**src/rtl/irq_wake_pkg.sv**
```systemverilog
package irq_wake_pkg;
    parameter int NUM_SRC = 3;
    localparam int SRC_TMR  = 0;
    localparam int SRC_PORT = 1;
    localparam int SRC_EXT  = 2;

    typedef logic [NUM_SRC-1:0] src_vec_t;

    typedef struct packed {
        src_vec_t flag;
        src_vec_t mask;
        logic     gie;
        logic     asleep;
    } core_state_t;
endpackage

```
**src/rtl/iwc_port_change.sv**
```systemverilog
module iwc_port_change #(
    parameter int PORT_W = 8
) (
    input  logic              clk,
    input  logic              rst_n,
    input  logic [PORT_W-1:0] port_in,
    input  logic              port_rd,
    output logic              change
);
    logic [PORT_W-1:0] ref_d, ref_q;

    always_comb begin
        ref_d  = ref_q;
        if (port_rd) ref_d = port_in;
        change = (port_in != ref_q);
    end

    always_ff @(posedge clk or negedge rst_n) begin
        if (!rst_n) ref_q <= '0;
        else        ref_q <= ref_d;
    end

    // a read captures the port value as the new reference
    a_r9_ref_latch: assert property (@(posedge clk) disable iff (!rst_n)
        port_rd |=> (ref_q == $past(port_in)));
endmodule

```
**src/rtl/iwc_ext_edge.sv**
```systemverilog
module iwc_ext_edge #(
    parameter int SYNC_STAGES = 2
) (
    input  logic clk,
    input  logic rst_n,
    input  logic pin,
    input  logic sel,
    output logic fall
);
    typedef struct packed {
        logic [SYNC_STAGES-1:0] sync;
        logic                   prev;
    } edge_state_t;

    edge_state_t s_d, s_q;
    logic [SYNC_STAGES-1:0] stage_in;

    for (genvar g = 0; g < SYNC_STAGES; g++) begin : g_sync
        if (g == 0) begin : g_first
            assign stage_in[g] = pin;
        end else begin : g_next
            assign stage_in[g] = s_q.sync[g-1];
        end
    end

    always_comb begin
        s_d      = s_q;
        s_d.sync = stage_in;
        s_d.prev = s_q.sync[SYNC_STAGES-1];
        fall     = sel & s_q.prev & ~s_q.sync[SYNC_STAGES-1];
    end

    always_ff @(posedge clk or negedge rst_n) begin
        if (!rst_n) s_q <= '1;
        else        s_q <= s_d;
    end

    // one falling edge yields one detection cycle
    a_r8_fall_single: assert property (@(posedge clk) disable iff (!rst_n)
        fall |=> !fall);
endmodule

```
**src/rtl/iwc_core.sv**
```systemverilog
module iwc_core
    import irq_wake_pkg::*;
(
    input  logic     clk,
    input  logic     rst_n,
    input  src_vec_t ev,
    input  logic     flag_wr,
    input  logic     mask_wr,
    input  src_vec_t wr_bits,
    input  logic     op_eni,
    input  logic     op_disi,
    input  logic     op_reti,
    input  logic     op_sleep,
    input  logic     irq_ack,
    output src_vec_t flags,
    output src_vec_t mask,
    output logic     irq_req,
    output logic     wake,
    output logic     wake_vec
);
    core_state_t s_d, s_q;
    src_vec_t    pending;

    always_comb begin
        s_d     = s_q;
        pending = s_q.flag & s_q.mask;

        if (flag_wr) s_d.flag = s_q.flag & wr_bits;
        s_d.flag = s_d.flag | ev;

        if (mask_wr) s_d.mask = wr_bits;

        if (op_eni || op_reti)  s_d.gie = 1'b1;
        if (op_disi || irq_ack) s_d.gie = 1'b0;

        irq_req  = s_q.gie & (|pending);
        wake     = s_q.asleep & pending[SRC_PORT];
        wake_vec = s_q.gie;

        if (op_sleep) s_d.asleep = 1'b1;
        if (wake)     s_d.asleep = 1'b0;
    end

    always_ff @(posedge clk or negedge rst_n) begin
        if (!rst_n) s_q <= '0;
        else        s_q <= s_d;
    end

    assign flags = s_q.flag;
    assign mask  = s_q.mask;

    for (genvar i = 0; i < NUM_SRC; i++) begin : g_flag_chk
        // a flag only rises when its source fired
        a_r2_set_by_event: assert property (@(posedge clk) disable iff (!rst_n)
            (!$past(s_q.flag[i]) && s_q.flag[i]) |-> $past(ev[i]));
        // a zero written with no event clears the flag
        a_r3_clear_only: assert property (@(posedge clk) disable iff (!rst_n)
            (flag_wr && !wr_bits[i] && !ev[i]) |=> !s_q.flag[i]);
    end

    // disable leaves the global enable low
    a_r5_disi_wins: assert property (@(posedge clk) disable iff (!rst_n)
        op_disi |=> !s_q.gie);
    // acknowledge leaves the global enable low
    a_r7_ack_drops: assert property (@(posedge clk) disable iff (!rst_n)
        irq_ack |=> !s_q.gie);
    // a request implies something enabled is pending
    a_r6_req_pending: assert property (@(posedge clk) disable iff (!rst_n)
        irq_req |-> ((flags & mask) != '0));
    // wake is a single pulse and leaves sleep
    a_r10_wake_once: assert property (@(posedge clk) disable iff (!rst_n)
        wake |=> (!wake && !s_q.asleep));
endmodule

```
**src/rtl/irq_wake_ctrl.sv**
```systemverilog
module irq_wake_ctrl
    import irq_wake_pkg::*;
#(
    parameter int REG_W       = 8,
    parameter int PORT_W      = 8,
    parameter int SYNC_STAGES = 2
) (
    input  logic              clk,
    input  logic              rst_n,
    input  logic [REG_W-1:0]  wr_data,
    input  logic              flag_wr_en,
    input  logic              mask_wr_en,
    output logic [REG_W-1:0]  flag_rd_data,
    output logic [REG_W-1:0]  mask_rd_data,
    input  logic              tmr_ovf,
    input  logic [PORT_W-1:0] port_in,
    input  logic              port_rd,
    input  logic              ext_pin,
    input  logic              ext_sel,
    input  logic              op_eni,
    input  logic              op_disi,
    input  logic              op_reti,
    input  logic              op_sleep,
    input  logic              irq_ack,
    output logic              irq_req,
    output logic              wake,
    output logic              wake_vec
);
    localparam int PAD_W = REG_W - NUM_SRC;

    logic     port_change;
    logic     ext_fall;
    src_vec_t ev;
    src_vec_t flags;
    src_vec_t mask;

    iwc_port_change #(.PORT_W(PORT_W)) u_port (
        .clk     (clk),
        .rst_n   (rst_n),
        .port_in (port_in),
        .port_rd (port_rd),
        .change  (port_change)
    );

    iwc_ext_edge #(.SYNC_STAGES(SYNC_STAGES)) u_ext (
        .clk   (clk),
        .rst_n (rst_n),
        .pin   (ext_pin),
        .sel   (ext_sel),
        .fall  (ext_fall)
    );

    always_comb begin
        ev           = '0;
        ev[SRC_TMR]  = tmr_ovf;
        ev[SRC_PORT] = port_change;
        ev[SRC_EXT]  = ext_fall;
    end

    iwc_core u_core (
        .clk      (clk),
        .rst_n    (rst_n),
        .ev       (ev),
        .flag_wr  (flag_wr_en),
        .mask_wr  (mask_wr_en),
        .wr_bits  (wr_data[NUM_SRC-1:0]),
        .op_eni   (op_eni),
        .op_disi  (op_disi),
        .op_reti  (op_reti),
        .op_sleep (op_sleep),
        .irq_ack  (irq_ack),
        .flags    (flags),
        .mask     (mask),
        .irq_req  (irq_req),
        .wake     (wake),
        .wake_vec (wake_vec)
    );

    assign flag_rd_data = {{PAD_W{1'b0}}, flags & mask};
    assign mask_rd_data = {{PAD_W{1'b0}}, mask};

    // the external flag never rises from an unselected pin
    a_r8_ext_needs_sel: assert property (@(posedge clk) disable iff (!rst_n)
        $rose(flags[SRC_EXT]) |-> $past(ext_sel));
    // mask write lands on the next edge
    a_r4_mask_load: assert property (@(posedge clk) disable iff (!rst_n)
        mask_wr_en |=> (mask == $past(wr_data[NUM_SRC-1:0])));
endmodule

```
**config.mk**
```make
export PLATFORM = sky130hd
export DESIGN_NAME = irq_wake_ctrl
export DESIGN_NICKNAME = d
export VERILOG_FILES = /design/src/rtl/irq_wake_pkg.sv /design/src/rtl/iwc_port_change.sv /design/src/rtl/iwc_ext_edge.sv /design/src/rtl/iwc_core.sv /design/src/rtl/irq_wake_ctrl.sv
export SDC_FILE = /design/constraint.sdc
export NUM_CORES = 1
export LEC_CHECK = 0
export ABC_AREA = 1
export BUFFER_PORTS_ARGS = -buffer_cell sky130_fd_sc_hd__buf_2
export CAP_MARGIN = 0
export CORE_AREA = 2 2 54 68
export CTS_CLUSTER_SIZE = 28
export DETAILED_ROUTE_END_ITERATION = 10
export DIE_AREA = 0 0 56 70
export PLACE_DENSITY_LB_ADDON = 0.1
export SETUP_SLACK_MARGIN = 0.02
export SYNTH_ARGS = -nofsm -noshare
export SYNTH_HDL_FRONTEND = slang
export SYNTH_SLANG_ARGS = --single-unit
```
**constraint.sdc**
```tcl
create_clock -name clk -period 2 [get_ports clk]
set_clock_uncertainty 0.15 [all_clocks]
set_input_delay 0.1 -clock clk [delete_from_list [all_inputs] [get_ports clk]]
set_output_delay 0.1 -clock clk [all_outputs]
set_load 0.01 [all_outputs]
```
==> results.md, run 1 <==
- Outcome: finished clean
- Fin crit share: 0.763
- DRC Markers: 0
- Hold/Removal Path Class: in -> reg
- Share of power burned in registers: 0.492
- Routed Antenna Nets: 0
- Tot Pwr: 0.000895 W
- Final core area utilization: 0.396
- Mapped cell area: 951 µm²
- Internal: 0.000660 W
- PwrDens: 672 mW/mm²
- Netlist cell types: 15
- Final Hold Fails: 0
- RSZ-0062 raised after global routing: no
- 1st-pass router iterations: 3
- # nets final: 182
- Most common library cell in the layout ignoring fill and taps: buf_2
- IO Pins: 48
- CTS tree: done
- Slew Viols, Final: 0
- Clk buf depth: 2
- Fillers: 369
- Max capacitance violation total: 0
- Clk_lat worst skew: 0.26 ns
- Layout cells sized above 1: 0.303
- Switching part of the total: 0.263
- Max VDD drop: 0.387 mV
- 1st-iter DRT viols: 12
- Combinational power share: 0.207
- GRT Total Usage: 0.105
- Area growth from synthesis to layout: 40.0%
- Routed wire length per instance: 9.47 µm
- Clk pin slew, worst setup/hold paths: 0.07 ns
- Height of the die: 70 µm
- Arrival time worst endpoint: 1.52 ns
- Flops & latches, synth: 19
- Crit Path Category: in -> reg
- H-tree depth: 1
- Number of synthesis warnings: 0
- # rows: 24
- CP max FO: 2
- Root buffer cell: clkbuf_8
- FMAX: 656 MHz
- Die Wd: 56 µm
- Post-Synthesis Mean Instance Area: 9.41 µm²
- Final Setup Violations: 0
- Crit path launch type: primary input
- Grt total ovfl: 0
- Final wirelength: 1810 µm
- Setup TNS: 0 ns
- ANT cells: 0
- Most frequent cells in the layout: 32 x buf_2, 25 x nand2_1, 20 x dlygate4sd3_1
- First-pass GRT wire length: 3210 µm
- Total clock buffers created by CTS: 3
- Clk pwr share: 0.300
- Number of global-route vias before repair: 741
- Seq. cell area: 479 µm²
- Cell count after synthesis: 101
- Critical path capture point type: flop
- Buffers on Ports: 32
- Largest net degree at the start of global routing: 20
- Initial antenna violation count: 0
- Clock Sinks: 19
- Total number of vias: 774
- WP data required: 1.99 ns
- Area occupied by multi-input gates: 340 µm²
- Vias/cell: 4.05
- Leak pwr: 0.712 nW
- Switching pwr: 0.000235 W
- Post-synthesis sequential area ratio: 0.504
- Die area: 0.00392 mm²
- Final min period: 1.53 ns
- Initial Utilization: 0.283
- Core area: 0.00336 mm²
- Final GP Congestion: 0.705
- DP HPWL: 1340 µm
synthesized netlist by cell type:
master	count	area [µm²]
buf_6	1	11.3
o21ai_0	7	35.0
a21oi_1	1	5.00
dfstp_2	3	78.8
inv_1	15	56.3
nand2_1	25	93.8
nor3_1	2	10.0
mux2_2	3	33.8
mux2_4	4	60.1
conb_1	1	3.75
buf_4	13	97.6
nand3_1	2	10.0
xnor2_1	5	43.8
dfrtp_1	16	400
nor2_1	3	11.3
routing by layer:
layer / track usage / vias to the layer above / wire, µm
li1: - / 386 / -
met1: 0.126 / 355 / 732
met2: 0.166 / 29 / 925
met3: 0.0241 / 4 / 101
met4: 0.0714 / 0 / 48
met5: 0 / - / 0
worst paths after layout:
| path | depth (start not counted) | start | slack, ns | to |
|---|---|---|---|---|
| worst max-delay path | 5 | wr_data[0] | 0.47 | u_core.flags[0] |
| worst min-delay path | 4 | flag_wr_en | 0.03 | u_core.flags[2] |
| worst max register to register | 3 | u_core.wake_vec | 0.59 | u_core.wake_vec |
| worst min register to register | 0 | u_ext.s_d[2] | 0.21 | u_ext.s_d[0] |
| max in group asynchronous | 2 | rst_n | 1.19 | u_ext.s_q[0] |
| min in group asynchronous | 2 | rst_n | 0.16 | u_port.ref_q[0] |
cell type report:
cell class              instances  share of cell area
well taps                      39              0.0367
multi-input cells              62               0.256
inverters                      15              0.0423
clock buffers                   3              0.0310
repair buffers                 52               0.271
clock inverters                 1             0.00376
flip-flops and latches         19               0.360
stage by stage:
step / hold WS, ns / std cells / setup slack, ns / area (µm²)
2_1_floorplan: -0.346 / 110 / 1.03 / 985
3_3_place_gp: -0.0801 / 167 / 0.970 / 1080
3_5_place_dp: -0.0739 / 167 / 0.973 / 1080
4_1_cts: 0.0337 / 191 / 0.493 / 1330
5_1_grt: 0.0849 / 191 / 0.397 / 1330
6_report: 0.0278 / 191 / 0.474 / 1330
power by group through the flow:
stage	clock, W	combinational [W]	sequential, W
global placement	0	0.000154	0.000447
finish	0.000269	0.000185	0.000441
floorplan	0	0.000117	0.000444
global route	0.000301	0.000210	0.000446
CTS	0.000289	0.000189	0.000441
detailed placement	0	0.000157	0.000448
cells by family after synthesis:
group	synth area share
compound gates	0.0421
xor+xnor	0.0461
buf+inv	0.174
flops	0.504
mux	0.0987
other cells	0.00394
simple gates	0.132
state kept, by name (all words and copies together), names as in the netlist:
register / flops
u_core.flags: 3
u_core.mask: 3
u_core.s_q: 1
u_core.wake_vec: 1
u_ext.s_d: 2
u_ext.s_q: 1
u_port.ref_q: 8
timing repair:
item / CTS / global route
hold buffers: 20 / 0
buffers inserted: 0 / 0
endpoints found under the hold margin: 35 / 0
gates resized for setup: 0 / 0
critical path, cell delays in order:
cell,delay [ns]
dlygate4sd3_1,0.54
buf_2,0.12
o21ai_0,0.14
nand2_1,0.06
dlygate4sd3_1,0.55
Note: power is estimated with default switching activity, not from simulation.
==> inputs of run 2 (changes only) <==
clock period = 1.4 ns   (was 2 ns; I/O delays follow)
==> results.md, run 2 (synthesized netlist as in run 1, its figures left out) <==
- Outcome: finished, violations left (was finished clean)
- Failing checks: negative hold slack
- Hold/Removal Path Class: in -> reg (unchanged)
- Die area: 0.00392 mm² (unchanged)
- # rows: 24 (unchanged)
- Max capacitance violation total: 0 (unchanged)
- # nets final: 184 (was 182)
- Grt total ovfl: 0 (unchanged)
- Fin area: 0.00135 mm² (was 0.00133 mm²)
- Arrival time worst endpoint: 1.05 ns (was 1.52 ns)
- Max FFs per register: 8 (unchanged)
- Final Hold Fails: 2 (was 0)
- Clock Sinks: 19 (unchanged)
- PostCTS Resize Cnt: 0 (unchanged)
- Final hold slack: -0.0142 ns (was 0.0278 ns)
- Slowest CP cell: dfrtp_1 (was dlygate4sd3_1)
- Switching part of the total: 0.261 (was 0.263)
- Height of the die: 70 µm (unchanged)
- Final Setup Violations: 0 (unchanged)
- Most frequent cells in the layout: 32 x buf_2, 25 x nand2_1, 22 x dlygate4sd3_1 (was 32 x buf_2, 25 x nand2_1, 20 x dlygate4sd3_1)
- Final wirelength: 1810 µm (about the same)
- Reg-to-reg slack, setup: 0.37 ns (was 0.59 ns)
- Total number of vias: 765 (was 774)
- Crit Path Category: reg -> out (was in -> reg)
- Setup TNS: 0 ns (unchanged)
- Clk pin slew, worst setup/hold paths: 0.08 ns (was 0.07 ns)
- Number of global-route vias before repair: 720 (was 741)
- Most common library cell in the layout ignoring fill and taps: buf_2 (unchanged)
- CP max FO: 3 (was 2)
- Clk_lat worst skew: 0.25 ns (was 0.26 ns)
- Hold EP: u_core.flags[0] (was u_core.flags[2])
- Clk pwr share: 0.300 (about the same)
- Internal: 0.000946 W (was 0.000660 W)
- IO Pins: 48 (unchanged)
- Worst path cell trace: nand2_1 -> nand3_1 -> nand2_1 -> inv_1 -> buf_2 (was dlygate4sd3_1 -> buf_2 -> o21ai_0 -> nand2_1 -> dlygate4sd3_1)
- First-pass GRT wire length: 3040 µm (was 3210 µm)
- Clk buf depth: 2 (unchanged)
- Total clock buffers created by CTS: 3 (unchanged)
- Hold_sp: flag_wr_en (unchanged)
- 1st-pass router iterations: 2 (was 3)
- Crit-path max cell delay: 0.40 ns (was 0.55 ns)
- Vias/cell: 3.96 (was 4.05)
- 1st-iter DRT viols: 17 (was 12)
- Core area: 0.00336 mm² (unchanged)
- Worst r2r path cells: 4 (was 3)
- H-tree depth: 1 (unchanged)
- Routed wire length per instance: 9.36 µm (was 9.47 µm)
- Initial Utilization: 0.283 (unchanged)
- DRC Markers: 0 (unchanged)
- Switching pwr: 0.000335 W (was 0.000235 W)
- PwrDens: 946 mW/mm² (was 672 mW/mm²)
- Fin crit share: 0.909
- Layout cells sized above 1: 0.299 (was 0.303)
- Reg-to-Reg End: u_core.flags[1] (was u_core.wake_vec)
- Final min period: 1.27 ns
- Post-DP Area: 0.00108 mm² (unchanged)
- Slew Viols, Final: 0 (unchanged)
- Buffers on Ports: 32 (unchanged)
- Critical path capture point type: output port (was flop)
- CTS tree: done (unchanged)
- Combinational power share: 0.208 (was 0.207)
- Final GP Congestion: 0.694 (was 0.705)
- Cell with the most instances on the worst path: nand2_1 (was dlygate4sd3_1)
- Crit path launch type: flop (was primary input)
- Max VDD drop: 0.473 mV (was 0.387 mV)
- Post-CTS Setup Inserts: 0 (unchanged)
- Die Wd: 56 µm (unchanged)
- R2r startpoint: u_port.ref_q[2] (was u_core.wake_vec)
- Most flop-heavy register: u_port.ref_q (unchanged)
- Hold path depth: 4 (unchanged)
- GRT Total Usage: 0.0986 (was 0.105)
- Initial antenna violation count: 0 (unchanged)
- Root buffer cell: clkbuf_8 (unchanged)
- Leak pwr: 0.717 nW (was 0.712 nW)
- FMAX: 786 MHz
- Area growth from synthesis to layout: 42.4% (was 40.0%)
- Largest net degree at the start of global routing: 20 (unchanged)
- Routed Antenna Nets: 0 (unchanged)
- DP HPWL: 1320 µm (was 1340 µm)
- Share of power burned in registers: 0.491 (was 0.492)
- WP data required: 1.18 ns (was 1.99 ns)
- ANT cells: 0 (unchanged)
- RSZ-0062 raised after global routing: no (unchanged)
run 2: layout make-up:
cell class                 count  area [µm²]
timing repair buffer          54         380
multi-input combinational     62         340
sequential                    19         479
inverter                      15        56.3
clock inverter                 1        7.51
fill                         359        2010
clock buffer                   3        41.3
tap                           39        48.8
run 2: critical path, delay by kind of cell (launching register included):
kind | cells | cell delay [ns]
DFF | 1 | 0.40
and+or+nand+nor | 3 | 0.25
buffers and inverters | 2 | 0.15
run 2: worst max-delay path by stage:
stage                          from               to  slack [ns]  depth (start not counted)
floorplan           u_port.ref_q[3]  u_core.flags[1]        0.43                          4
global placement    u_port.ref_q[2]  u_core.flags[1]        0.38                          4
detailed placement  u_port.ref_q[3]  u_core.flags[1]        0.36                          4
CTS                         tmr_ovf  u_core.flags[0]        0.05                          5
global route         u_core.mask[1]             wake        0.06                          5
finish               u_core.mask[1]          irq_req        0.13                          5
run 2: power groups by stage:
stage,combinational [W],sequential (W),clock (W)
final,0.000266,0.000629,0.000385
after global placement,0.000220,0.000638,0
after floorplan,0.000168,0.000635,0
after CTS,0.000272,0.000631,0.000408
after global routing,0.000301,0.000636,0.000427
after detailed placement,0.000224,0.000641,0
run 2: metal layers:
metal,global-route usage,part of all wire,vias up,routed length (µm)
li1,-,-,391,-
met1,0.114,0.43,345,770
met2,0.174,0.51,27,921
met3,0.0167,0.053,2,96
met4,0.0476,0.0094,0,17
met5,0,0,-,0
run 2: through the flow:
stage                      util  std cells  worst slack, ns  total power [W]
after floorplan               -        110            0.435         0.000802
after global routing      0.403        193           0.0589          0.00136
final                     0.403        193            0.128          0.00128
after CTS                 0.403        193           0.0487          0.00131
after global placement    0.323        167            0.377         0.000858
after detailed placement  0.323        167            0.363         0.000865
run 2: timing repair:
action                                  CTS  global route
endpoints found under the hold margin    36             1
endpoints found under the setup margin    0             1
hold buffers                             22             1
==> inputs of run 3 (changes only) <==
CORE_AREA = 2 2 55 70   (was 2 2 54 68)
DIE_AREA = 0 0 57 72   (was 0 0 56 70)
SYNTH_HIERARCHICAL = 1   (was default)
==> results.md, run 3 <==
- Clk_lat worst skew: 0.25 ns (about the same)
- Worst r2r path cells: 6 (was 4)
- Area growth from synthesis to layout: 37.4% (was 42.4%)
- # rows: 24 (unchanged)
- Final hold slack: -0.00654 ns (was -0.0142 ns)
- Post-route insts no fill: 204 (was 193)
- Final GP Congestion: 0.736 (was 0.694)
- R2r startpoint: u_port/ref_q[0] (was u_port.ref_q[2])
- Crit Path Category: reg -> out (unchanged)
- Root buffer cell: clkbuf_8 (unchanged)
- Worst setup slack after placement: 0.260 ns (was 0.363 ns)
- Vias/cell: 3.90 (was 3.96)
- Top cells by area, synth: dfrtp_1 40%, buf_4 12%, nand2_1 12% (was dfrtp_1 42%, buf_4 10%, nand2_1 9.9%)
- Number of synthesized flops with an enable pin: 0 (unchanged)
- IO Pins: 48 (unchanged)
- Height of the die: 72 µm (was 70 µm)
- Max FFs per register: 8 (unchanged)
- CP Launch Point: u_core/mask[1] (was u_core.mask[1])
- Die area: 0.00410 mm² (was 0.00392 mm²)
- Layout cells sized above 1: 0.267 (was 0.299)
- First-pass GRT wire length: 3330 µm (was 3040 µm)
- Die Wd: 57 µm (was 56 µm)
- Max VDD drop: 0.535 mV (was 0.473 mV)
- Outcome: finished, violations left (unchanged)
- DP HPWL: 1370 µm (was 1320 µm)
- Cell taking the most area after synthesis: dfrtp_1 (unchanged)
- WP data required: 1.18 ns (about the same)
- 1st-iter DRT viols: 25 (was 17)
- Fin crit share: 0.889 (was 0.909)
- Buffers on Ports: 32 (unchanged)
- Most frequent cells after synthesis: 31 x nand2_1, 19 x inv_1, 16 x buf_4, 16 x dfrtp_1, 10 x o21ai_0 (was 25 x nand2_1, 16 x dfrtp_1, 15 x inv_1, 13 x buf_4, 7 x o21ai_0)
- FMAX: 804 MHz (was 786 MHz)
- Fin area: 0.00138 mm² (was 0.00135 mm²)
- Clk pin slew, worst setup/hold paths: 0.07 ns (was 0.08 ns)
- Arrival time worst endpoint: 1.02 ns (was 1.05 ns)
- GRT Total Usage: 0.103 (was 0.0986)
- Slew Viols, Final: 0 (unchanged)
- Final WS setup: 0.156 ns (was 0.128 ns)
- PwrDens: 916 mW/mm² (was 946 mW/mm²)
- Reg-to-reg slack, setup: 0.26 ns (was 0.37 ns)
- Most frequent cell after synthesis: nand2_1 (unchanged)
- Post-Synthesis Mean Instance Area: 8.75 µm² (was 9.41 µm²)
- DRC Markers: 0 (unchanged)
- Clock Sinks: 19 (unchanged)
- Most common library cell in the layout ignoring fill and taps: buf_2 (unchanged)
- Final Setup Violations: 0 (unchanged)
- Netlist cell types: 16 (was 15)
- Internal: 0.000943 W (was 0.000946 W)
- Final min period: 1.24 ns (was 1.27 ns)
- Clk pwr share: 0.296 (was 0.300)
- # nets final: 195 (was 184)
- Max capacitance violation total: 0 (unchanged)
- Switching part of the total: 0.256 (was 0.261)
- Post-synthesis sequential area ratio: 0.476 (was 0.504)
- Leak pwr: 0.753 nW (was 0.717 nW)
- Grt total ovfl: 0 (unchanged)
- Most flop-heavy register: u_port/ref_q (was u_port.ref_q)
- Switching pwr: 0.000324 W (was 0.000335 W)
- Critical path capture point type: output port (unchanged)
- Hold/Removal Path Class: in -> reg (unchanged)
- Clk buf depth: 2 (unchanged)
- CP max FO: 5 (was 3)
- Most frequent cells in the layout: 32 x buf_2, 31 x nand2_1, 22 x dlygate4sd3_1 (was 32 x buf_2, 25 x nand2_1, 22 x dlygate4sd3_1)
- Combinational power share: 0.206 (was 0.208)
- Number of global-route vias before repair: 833 (was 720)
- Core area: 0.00342 mm² (was 0.00336 mm²)
- Final wirelength: 1940 µm (was 1810 µm)
- Setup TNS: 0 ns (unchanged)
- Post-CTS Setup Inserts: 0 (unchanged)
- Failing checks: negative hold slack (unchanged)
- Final Hold Fails: 1 (was 2)
- Total number of vias: 795 (was 765)
- Ys flop type: dfrtp_1 (unchanged)
- ANT cells: 0 (unchanged)
- Worst setup endpoint: irq_req (unchanged)
- Share of power burned in registers: 0.498 (was 0.491)
- Crit path launch type: flop (unchanged)
- Flops & latches, synth: 19 (unchanged)
- Cell count after synthesis: 115 (was 101)
- Post-DP Area: 0.00112 mm² (was 0.00108 mm²)
- Total clock buffers created by CTS: 3 (unchanged)
- Placed Cells: 178 (was 167)
- Number of synthesis warnings: 6 (was 0)
- Initial antenna violation count: 0 (unchanged)
- Synth top area share: 0.398 (was 0.421)
- RSZ-0062 raised after global routing: no (unchanged)
- Routed wire length per instance: 9.49 µm (was 9.36 µm)
- Initial Utilization: 0.294 (was 0.283)
- CTS tree: done (unchanged)
- Mapped cell area: 0.00101 mm² (was 951 µm²)
- Routed Antenna Nets: 0 (unchanged)
- Post-synth ARST share: 1.00 (unchanged)
- H-tree depth: 1 (unchanged)
- 1st-pass router iterations: 3 (was 2)
- Reg-to-Reg End: u_core/flags[1] (was u_core.flags[1])
- Largest net degree at the start of global routing: 20 (unchanged)
==> run 3: layer usage <==
metal  up-vias  global-route usage  share of wire
li1        417                   -              -
met1       350               0.114           0.44
met2        26               0.185           0.50
met3         2              0.0232          0.056
met4         0              0.0465         0.0072
met5         -                   0              0
==> run 3: kinds of logic after synthesis <==
family | after synthesis | share of synthesized area
and+or+nand+nor | 39 | 0.154
muxes | 5 | 0.0709
buffers and inverters | 36 | 0.201
DFF | 19 | 0.476
xor gates and xnor gates | 5 | 0.0435
other | 1 | 0.00373
AOI/OAI and AO/OA | 10 | 0.0498
==> run 3: timing repair <==
item | CTS | global route
hold endpoints to repair | 36 | 1
gates resized for setup | 0 | 1
endpoints found under the setup margin | 0 | 1
hold buffers | 22 | 1
==> run 3: worst max-delay path, stage by stage (launching register included) <==
cell,delay (ns)
dfrtp_1,0.42
nand2_1,0.08
nand3_1,0.06
nand2_1,0.05
inv_1,0.03
buf_2,0.13
==> run 3: area by class of cell <==
type / count / area (µm²)
flip-flops and latches: 19 / 479
clock buffers: 4 / 45.0
repair buffers: 54 / 380
multi-input cells: 69 / 358
inverters: 19 / 71.3
fillers: 382 / 2040
well taps: 39 / 48.8
==> run 3: power groups by stage <==
stage          combinational, W  sequential, W  clock [W]
3_3_place_gp           0.000214       0.000639          0
2_1_floorplan          0.000173       0.000634          0
6_report               0.000261       0.000631   0.000376
5_1_grt                0.000296       0.000637   0.000428
4_1_cts                0.000265       0.000631   0.000396
3_5_place_dp           0.000216       0.000641          0
==> run 3: how the worst min path moves through the flow <==
stage / from / endpoint / cells past startpoint
after floorplan: rst_n / u_core/flags[0] / 0
after global placement: rst_n / u_core/mask[2] / 1
after detailed placement: rst_n / u_core/mask[2] / 1
after CTS: flag_wr_en / u_core/flags[2] / 4
after global routing: flag_wr_en / u_core/flags[2] / 4
final: flag_wr_en / u_core/flags[0] / 4
==> run 3: metrics by stage <==
step | hold WS, ns | total power [W] | util
finish | -0.00654 | 0.00127 | 0.404
floorplan | -0.376 | 0.000806 | -
CTS | 0.00457 | 0.00129 | 0.404
global route | 0.0316 | 0.00136 | 0.404
detailed placement | -0.110 | 0.000857 | 0.326
global placement | -0.111 | 0.000853 | 0.326
